**config.mk**
```make
export PLATFORM = sky130hd
export DESIGN_NAME = bus_cmd_ctrl
export DESIGN_NICKNAME = d
export VERILOG_FILES = /design/src/rtl/bus_cmd_pkg.sv /design/src/rtl/bcc_rst_sync.sv /design/src/rtl/bcc_phase_seq.sv /design/src/rtl/bcc_grant_timer.sv /design/src/rtl/bcc_strobe_gen.sv /design/src/rtl/bus_cmd_ctrl.sv
export SDC_FILE = /design/constraint.sdc
export NUM_CORES = 1
export LEC_CHECK = 0
export ABC_AREA = 1
export BUFFER_PORTS_ARGS = -buffer_cell sky130_fd_sc_hd__buf_2
export CAP_MARGIN = 5
export CORE_AREA = 3 3 40 42
export CTS_BUF_LIST = sky130_fd_sc_hd__clkbuf_16
export CTS_CLUSTER_SIZE = 30
export DETAILED_ROUTE_END_ITERATION = 8
export DIE_AREA = 0 0 43 45
export RECOVER_POWER = 50
export SLEW_MARGIN = 0
export SYNTH_ARGS = -nofsm -noshare
export SYNTH_HDL_FRONTEND = slang
export SYNTH_SLANG_ARGS = --single-unit
```
**constraint.sdc**
```tcl
create_clock -name clk -period 1.25 [get_ports clk]
set_clock_uncertainty 0.2 [all_clocks]
set_input_delay 0.1875 -clock clk [delete_from_list [all_inputs] [get_ports clk]]
set_output_delay 0.1875 -clock clk [all_outputs]
set_load 0.03 [all_outputs]
```
**src/rtl/bus_cmd_pkg.sv**
```systemverilog
package bus_cmd_pkg;

  localparam int unsigned STATUS_W = 3;

  typedef enum logic [1:0] {
    PH_IDLE  = 2'd0,
    PH_ADDR  = 2'd1,
    PH_EARLY = 2'd2,
    PH_LATE  = 2'd3
  } phase_e;

  typedef enum logic [STATUS_W-1:0] {
    ST_INTA    = 3'b000,
    ST_IO_RD   = 3'b001,
    ST_IO_WR   = 3'b010,
    ST_HALT    = 3'b011,
    ST_FETCH   = 3'b100,
    ST_MEM_RD  = 3'b101,
    ST_MEM_WR  = 3'b110,
    ST_PASSIVE = 3'b111
  } status_e;

  function automatic logic is_read_type(input status_e c);
    return (c == ST_INTA) || (c == ST_IO_RD) || (c == ST_FETCH) || (c == ST_MEM_RD);
  endfunction

endpackage

```
**src/rtl/bcc_rst_sync.sv**
```systemverilog
module bcc_rst_sync #(
  parameter int unsigned STAGES = 2
) (
  input  logic clk,
  input  logic rst_n,
  output logic rst_sync_n
);
  localparam int unsigned LAST = STAGES - 1;

  logic [STAGES-1:0] shreg;

  always_ff @(posedge clk or negedge rst_n) begin
    if (!rst_n) shreg <= '0;
    else        shreg <= {shreg[STAGES-2:0], 1'b1};
  end

  assign rst_sync_n = shreg[LAST];
endmodule

```
**src/rtl/bcc_phase_seq.sv**
```systemverilog
module bcc_phase_seq
  import bus_cmd_pkg::*;
(
  input  logic                clk,
  input  logic                rst_n,
  input  logic [STATUS_W-1:0] status_n,
  output phase_e              phase,
  output status_e             code
);
  phase_e  phase_nxt;
  logic    passive;
  logic    load_code;

  assign passive   = (status_n == ST_PASSIVE);
  assign load_code = (phase == PH_IDLE) && !passive;

  always_comb begin
    phase_nxt = phase;
    unique case (phase)
      PH_IDLE:  phase_nxt = passive ? PH_IDLE : PH_ADDR;
      PH_ADDR:  phase_nxt = passive ? PH_IDLE : PH_EARLY;
      PH_EARLY: phase_nxt = passive ? PH_IDLE : PH_LATE;
      PH_LATE:  phase_nxt = passive ? PH_IDLE : PH_LATE;
      default:  phase_nxt = PH_IDLE;
    endcase
  end

  always_ff @(posedge clk or negedge rst_n) begin
    if (!rst_n) begin
      phase <= PH_IDLE;
      code  <= ST_PASSIVE;
    end else begin
      phase <= phase_nxt;
      if (load_code) code <= status_e'(status_n);
    end
  end
endmodule

```
**src/rtl/bcc_grant_timer.sv**
```systemverilog
module bcc_grant_timer #(
  parameter int unsigned AEN_DELAY = 3
) (
  input  logic clk,
  input  logic rst_n,
  input  logic addr_en_n,
  output logic granted
);
  localparam int unsigned CNT_W = $clog2(AEN_DELAY + 1);
  localparam logic [CNT_W-1:0] CNT_MAX = CNT_W'(AEN_DELAY);

  logic [CNT_W-1:0] cnt;
  logic [CNT_W-1:0] cnt_nxt;
  logic             cnt_upd;

  always_comb begin
    cnt_upd = addr_en_n || (cnt != CNT_MAX);
    cnt_nxt = addr_en_n ? '0 : cnt + 1'b1;
  end

  always_ff @(posedge clk or negedge rst_n) begin
    if (!rst_n)       cnt <= '0;
    else if (cnt_upd) cnt <= cnt_nxt;
  end

  assign granted = (cnt == CNT_MAX);
endmodule

```
**src/rtl/bcc_strobe_gen.sv**
```systemverilog
module bcc_strobe_gen
  import bus_cmd_pkg::*;
(
  input  phase_e  phase,
  input  status_e code,
  input  logic    granted,
  input  logic    cmd_en,
  output logic    ale,
  output logic    den,
  output logic    dt_r,
  output logic    inta_n,
  output logic    io_rd_n,
  output logic    io_wr_n,
  output logic    io_wr_adv_n,
  output logic    mem_rd_n,
  output logic    mem_wr_n,
  output logic    mem_wr_adv_n
);
  logic in_cycle, cmd_phase, late_phase, drive;

  always_comb begin
    in_cycle   = (phase != PH_IDLE);
    cmd_phase  = (phase == PH_EARLY) || (phase == PH_LATE);
    late_phase = (phase == PH_LATE);
    drive      = granted && cmd_en && cmd_phase;

    ale  = (phase == PH_ADDR);
    den  = cmd_en && cmd_phase && (code != ST_HALT);
    dt_r = !(in_cycle && is_read_type(code));

    inta_n       = !(drive && (code == ST_INTA));
    io_rd_n      = !(drive && (code == ST_IO_RD));
    mem_rd_n     = !(drive && ((code == ST_FETCH) || (code == ST_MEM_RD)));
    io_wr_adv_n  = !(drive && (code == ST_IO_WR));
    mem_wr_adv_n = !(drive && (code == ST_MEM_WR));
    io_wr_n      = !(drive && late_phase && (code == ST_IO_WR));
    mem_wr_n     = !(drive && late_phase && (code == ST_MEM_WR));
  end
endmodule

```
**src/rtl/bus_cmd_ctrl.sv**
```systemverilog
module bus_cmd_ctrl
  import bus_cmd_pkg::*;
#(
  parameter int unsigned AEN_DELAY   = 3,
  parameter int unsigned SYNC_STAGES = 2
) (
  input  logic                clk,
  input  logic                rst_n,
  input  logic [STATUS_W-1:0] status_n,
  input  logic                addr_en_n,
  input  logic                cmd_en,
  output logic                ale,
  output logic                den,
  output logic                dt_r,
  output logic                cmd_oe,
  output logic                inta_n,
  output logic                io_rd_n,
  output logic                io_wr_n,
  output logic                io_wr_adv_n,
  output logic                mem_rd_n,
  output logic                mem_wr_n,
  output logic                mem_wr_adv_n
);
  logic    rst_core_n;
  phase_e  phase;
  status_e code;
  logic    granted;

  bcc_rst_sync #(.STAGES(SYNC_STAGES)) u_rst (
    .clk        (clk),
    .rst_n      (rst_n),
    .rst_sync_n (rst_core_n)
  );

  bcc_phase_seq u_seq (
    .clk      (clk),
    .rst_n    (rst_core_n),
    .status_n (status_n),
    .phase    (phase),
    .code     (code)
  );

  bcc_grant_timer #(.AEN_DELAY(AEN_DELAY)) u_grant (
    .clk       (clk),
    .rst_n     (rst_core_n),
    .addr_en_n (addr_en_n),
    .granted   (granted)
  );

  bcc_strobe_gen u_strb (
    .phase        (phase),
    .code         (code),
    .granted      (granted),
    .cmd_en       (cmd_en),
    .ale          (ale),
    .den          (den),
    .dt_r         (dt_r),
    .inta_n       (inta_n),
    .io_rd_n      (io_rd_n),
    .io_wr_n      (io_wr_n),
    .io_wr_adv_n  (io_wr_adv_n),
    .mem_rd_n     (mem_rd_n),
    .mem_wr_n     (mem_wr_n),
    .mem_wr_adv_n (mem_wr_adv_n)
  );

  assign cmd_oe = granted;
endmodule

```
* After elaboration in Yosys (flattened, before gate mapping) *
Index checks and enable logic that the tools add are counted.

cells by class
  add/subtract/negate cells = 1
  multiply operators = 0
  divide/modulo/power cells = 0
  order comparisons = 0
  equality and inequality tests = 12
  shift operators = 0
  multiplexer cells = 5
  bitwise gates (word level) = 0
  reduce and logical (&&, ||, !) cells = 33

operators with widths
  operator                                                                  count
  1-bit logical AND                                                         14
  3-bit equality test (second input constant)                               4
  1-bit logical NOT                                                         9
  2-bit equality test (second input constant)                               3
  1-bit logical OR                                                          6
  2-bit 2-to-1 mux                                                          3
  2-bit one-hot mux with 3 select lines                                     1
  3-bit by 1-bit equality test with 1-bit output (second input constant)    1
  3-bit by 2-bit equality test with 1-bit output (second input constant)    1
  3-bit logical NOT                                                         1
  3-bit by 2-bit inequality test with 1-bit output (second input constant)  1
  2-bit by 1-bit adder with 2-bit output (second input constant)            1
  2-bit by 1-bit equality test with 1-bit output (second input constant)    1
  2-bit logical NOT                                                         1
  2-bit inequality test (second input constant)                             1
  2-bit nonzero test                                                        1
  2-bit OR reduction                                                        1
  1-bit 2-to-1 mux                                                          1

word-level totals
  register bits = 9
  latch bits = 0
  RAM bits = 0
  memory bits (read-only) = 0
  input port bits = 7
  output and inout bits = 11
  logic and storage cells = 55
  memories kept = 0

* Depth between registers and ports, before layout *
  depth in word-level cells = 6
  depth in mapped cells = 4
  gate-level depth less buffers = 4

* Cells and area by module *
From an unflattened synthesis, not the netlist that was laid out.

second synthesis, totals
  cell total of the unflattened synthesis = 63
  area, all modules = 478.0 um^2

modules (own cells, without submodules)
  module           instances  cells an instance  area each (um^2)  sequential area each (um^2)
  bcc_phase_seq    1          21                 211.5             128.9
  bcc_strobe_gen   1          27                 111.4             0.0
  bcc_grant_timer  1          12                 101.3             50.0
  bcc_rst_sync     1          3                  53.8              50.0

* Least setup slack after synthesis *
No wires, ideal clock.

  kind = register to output
  start point = register u_grant.cnt[0]
  end point = output inta_n
  arrival time = 1.346 ns
  data required time = 0.863 ns
  path slack = -0.483 ns
  cell stages (with the launch flop) = 5
  buffers on the path = 0
  cell sequence = dfrtp_1 > ha_1 > inv_1 > nor2_2 > nand4_1

on the way
  longest elaborated chain between the ends = 5

RTL lines
  item                            RTL line               RTL
  start, declared                 bcc_grant_timer.sv:12  logic [CNT_W-1:0] cnt;
  start signal, assigned          bcc_grant_timer.sv:23  else if (cnt_upd) cnt <= cnt_nxt;
  2-bit equality test             bcc_grant_timer.sv:26  assign granted = (cnt == CNT_MAX);
  named net cmd_oe                bus_cmd_ctrl.sv:15     output logic cmd_oe,
  1-bit logical AND (2 in a row)  bcc_strobe_gen.sv:25   drive = granted && cmd_en && cmd_phase;
  1-bit logical AND               bcc_strobe_gen.sv:31   inta_n = !(drive && (code == ST_INTA));
  1-bit logical NOT               bcc_strobe_gen.sv:31
  end, declared                   bus_cmd_ctrl.sv:16     output logic inta_n,

The timed path passes the listed nets, and every way through them passes these cells.

* Worst setup path in the final report *
  start point = register u_grant.cnt[0]
  end point = output io_rd_n

on the way
  longest elaborated chain between the ends = 5

RTL lines
  item                            RTL line               RTL
  2-bit equality test             bcc_grant_timer.sv:26
  1-bit logical AND (2 in a row)  bcc_strobe_gen.sv:25
  1-bit logical AND               bcc_strobe_gen.sv:32   io_rd_n = !(drive && (code == ST_IO_RD));
  1-bit logical NOT               bcc_strobe_gen.sv:32
  end, declared                   bus_cmd_ctrl.sv:17     output logic io_rd_n,

Every way passes these cells.

==> reports/summary.txt <==
Outcome: finished with violations
Failing checks: negative setup slack
Area post-placement: 654 um^2
R2r setup slk: -0.09 ns
Initial core utilization: 34.2%
Internal power summed over all cells: 1.04 mW
Clk sink count: 9
CTS Buffer Depth: 2
Logic depth of the worst register-to-register path: 5
Slew Viols, Final: 0
Aggregate routed wire length: 1370 um
Syn Nets: 63
Initial antenna violation count: 0
Area of the core: 1280 um^2
Total die area: 1940 um^2
Max Cap Viol: 0
Final hold slack: 0.0506 ns
Number of cells produced by synthesis: 55
Clock latency at the later pin of the worst-skew pair: 0.23 ns
Static leakage: 0.440 nW
Sequential power share: 27.9%
Routed len/inst: 12.4 um
Count of distinct cell types in the synthesized netlist: 14
EDFF count, synth: 0
Worst IR drop on VDD: 1030 uV
Number of nets in the finished design: 104
Routed vias/inst: 4.74
Total congestion overflow: 0
Final critical-path required period: 1.69 ns
Number of endpoints failing setup at the final stage: 13
Hold violation count in the final report: 0
Achievable Freq: 0.591 GHz
Placer's final routability congestion estimate: 0.702
Wire length of the first global-routing pass: 2100 um
Worst-path clk slew: 0.04 ns
RSZ-0062 raised after global routing: true
Portion of synthesized cell area occupied by the leading cell type: 34.2%
Clk pwr share: 36.8%
Pin count of the biggest net entering global routing: 7
Top area cells in the synthesized netlist: sky130_fd_sc_hd__dfrtp_1, sky130_fd_sc_hd__dfstp_2, sky130_fd_sc_hd__nand2_1
Count of input and output buffers: 17
Number of DRC markers in iteration 0: 3
Min setup slack post-route: -0.443 ns
Summed negative setup slack over all endpoints: -3.67 ns
Leading cell type by number of instances after synthesis: sky130_fd_sc_hd__nand2_1
Post-synthesis average cell area: 7.98 um^2
Fillers: 93
Critical path data arrival time: 1.31 ns
Seq cells post-synth: 9
Fraction of final layout cells sized beyond drive strength 1: 62.1%
Number of CTS-inserted buffers: 3
Combined global-route utilization of all metal layers: 15.6%
Mapped cell area: 439 um^2
CTS tree: built
Inserted Diodes: 0
Post-layout instance area: 966 um^2
Die height: 45 um
Cell taking the most area after synthesis: sky130_fd_sc_hd__dfrtp_1
Fin util: 75.2%
Via count of the first global-routing pass: 497
Switching power total: 0.469 mW
Yosys warning total: 0
Part of the Yosys area used for sequential elements: 52.1%
Dominant synthesized flop cell: sky130_fd_sc_hd__dfrtp_1
Capturing point of the worst reg2reg path: u_grant.cnt[0]$_DFFE_PN0P_
Switching part of the total: 31.1%
Crit start category: flop
Worst-path maximum fanout: 4
Number of antenna-violating nets in the routed design: 0
Placed insts: 97
Crit path launch: u_grant.cnt[0]$_DFFE_PN0P_
Reg-to-reg critical path startpoint: u_grant.cnt[0]$_DFFE_PN0P_
First-pass iteration count of the detailed router: 2
Required arrival time at the worst endpoint: 0.86 ns
Standard-cell row count: 13
Worst setup path category: reg -> out
Async SR Flop Fraction: 100%
Power density over the cells: 1560 nW/um^2
Combinational Power Share: 35.3%
Clock root buffer: sky130_fd_sc_hd__clkbuf_16
Worst hold path class: reg -> async
Final cell count without fillers: 110
Combined area of the multi-input logic cells: 285 um^2
Reg area: 229 um^2
Syn-to-layout area delta: 120%
HPWL after detailed placement: 777 um
Endpoint type of the worst setup path: output pin
CTS H-Tree Depth: 1
Capture point of the critical path: io_rd_n
Width of the die: 43 um
List of most frequent post-synthesis cells: sky130_fd_sc_hd__nand2_1, sky130_fd_sc_hd__inv_1, sky130_fd_sc_hd__nand3_1, sky130_fd_sc_hd__dfrtp_1, sky130_fd_sc_hd__nor2_1
Via count: 521
Drc violations: 0
Portion of the clock cycle consumed by the worst path in the final layout: 135%
I/O pin count: 18
==> layout make-up <==
type	instances	share of cell area (%)
Clock buffer	3	7.77
Tap cell	15	1.94
Inverter	9	4.02
Timing Repair Buffer	36	32.6
Sequential cell	9	23.7
Multi-Input combinational cell	37	29.5
Clock inverter	1	0.389
==> logic make-up after synthesis <==
logic type                 after synthesis  synth area share [%]
buffers and inverters                    9                  7.69
adders and majority gates                1                  2.85
AOI/OAI and AO/OA                        3                  3.70
other                                    1                 0.854
xor gates and xnor gates                 1                  1.99
DFF                                      9                  52.1
and+or+nand+nor                         31                  30.8
==> sequential cells by signal, summed over array words and instances (netlist names) <==
register,cells
u_seq.phase,2
u_seq.code,3
u_grant.cnt,2
u_rst.shreg,2
==> critical path, stage by stage (launching register included) <==
cell and delay (ns):
sky130_fd_sc_hd__dfrtp_1 0.38, sky130_fd_sc_hd__ha_4 0.19, sky130_fd_sc_hd__inv_4 0.04, sky130_fd_sc_hd__nor2_4 0.11, sky130_fd_sc_hd__nand4_1 0.15, sky130_fd_sc_hd__buf_6 0.19
==> metal layers <==
layer  GRT usage [%]  routed length [um]  part of all wire [%]
met4            15.7                  85                   6.2
met3            5.18                  81                   5.9
met2            24.0                 709                    52
met5               0                   0                     0
met1            16.6                 489                    36
==> layout by cell type, fill, tap and decap left out, types with 2 or more instances in the layout <==
cell type                       instances
sky130_fd_sc_hd__buf_6                 13
sky130_fd_sc_hd__buf_4                 10
sky130_fd_sc_hd__nand2_2                8
sky130_fd_sc_hd__nand2_1                7
sky130_fd_sc_hd__inv_1                  6
sky130_fd_sc_hd__dlygate4sd3_1          6
sky130_fd_sc_hd__buf_2                  6
sky130_fd_sc_hd__dfrtp_1                6
sky130_fd_sc_hd__nor2_4                 4
sky130_fd_sc_hd__nand3_1                4
sky130_fd_sc_hd__clkbuf_16              3
sky130_fd_sc_hd__dfstp_2                3
sky130_fd_sc_hd__inv_2                  2
sky130_fd_sc_hd__inv_4                  2
sky130_fd_sc_hd__nand4_1                2
sky130_fd_sc_hd__nand3_2                2
==> worst min path at each step <==
stage,startpoint,slack [ns],depth (start not counted),endpoint
6_report,u_rst.shreg[1]$_DFF_PN0_,0.05,0,u_seq.code[1]$_DFFE_PN1P_
5_1_grt,u_rst.shreg[1]$_DFF_PN0_,0.07,0,u_seq.code[1]$_DFFE_PN1P_
4_1_cts,rst_n,0.06,2,u_rst.shreg[0]$_DFF_PN0_
3_5_place_dp,rst_n,-0.23,1,u_rst.shreg[0]$_DFF_PN0_
3_3_place_gp,rst_n,-0.23,1,u_rst.shreg[0]$_DFF_PN0_
2_1_floorplan,rst_n,-0.31,0,u_rst.shreg[0]$_DFF_PN0_
==> per-stage QoR <==
stage / power, mW / worst slack [ns]
finish: 1.50 / -0.443
global route: 1.57 / -0.459
CTS: 1.45 / -0.381
detailed placement: 0.783 / -0.191
global placement: 0.777 / -0.163
floorplan: 0.628 / -0.218
==> repair_timing <==
action | in CTS | in global routing
endpoints found under the hold margin | 11 | 0
hold buffers | 6 | 0
setup buffers | 2 | 2
cloned | 0 | 0
endpoints found under the setup margin | 13 | 16
pin swaps | 8 | 6
gates resized for setup | 35 | 12
==> power by group through the flow <==
stage          combinational (mW)  sequential, mW  clock, mW
4_1_cts                     0.477           0.417      0.557
5_1_grt                     0.572           0.427      0.569
6_report                    0.532           0.419      0.553
3_5_place_dp                0.369           0.414          0
2_1_floorplan               0.205           0.423          0
3_3_place_gp                0.365           0.413          0
No activity file was read; power rests on OpenSTA's default activity.
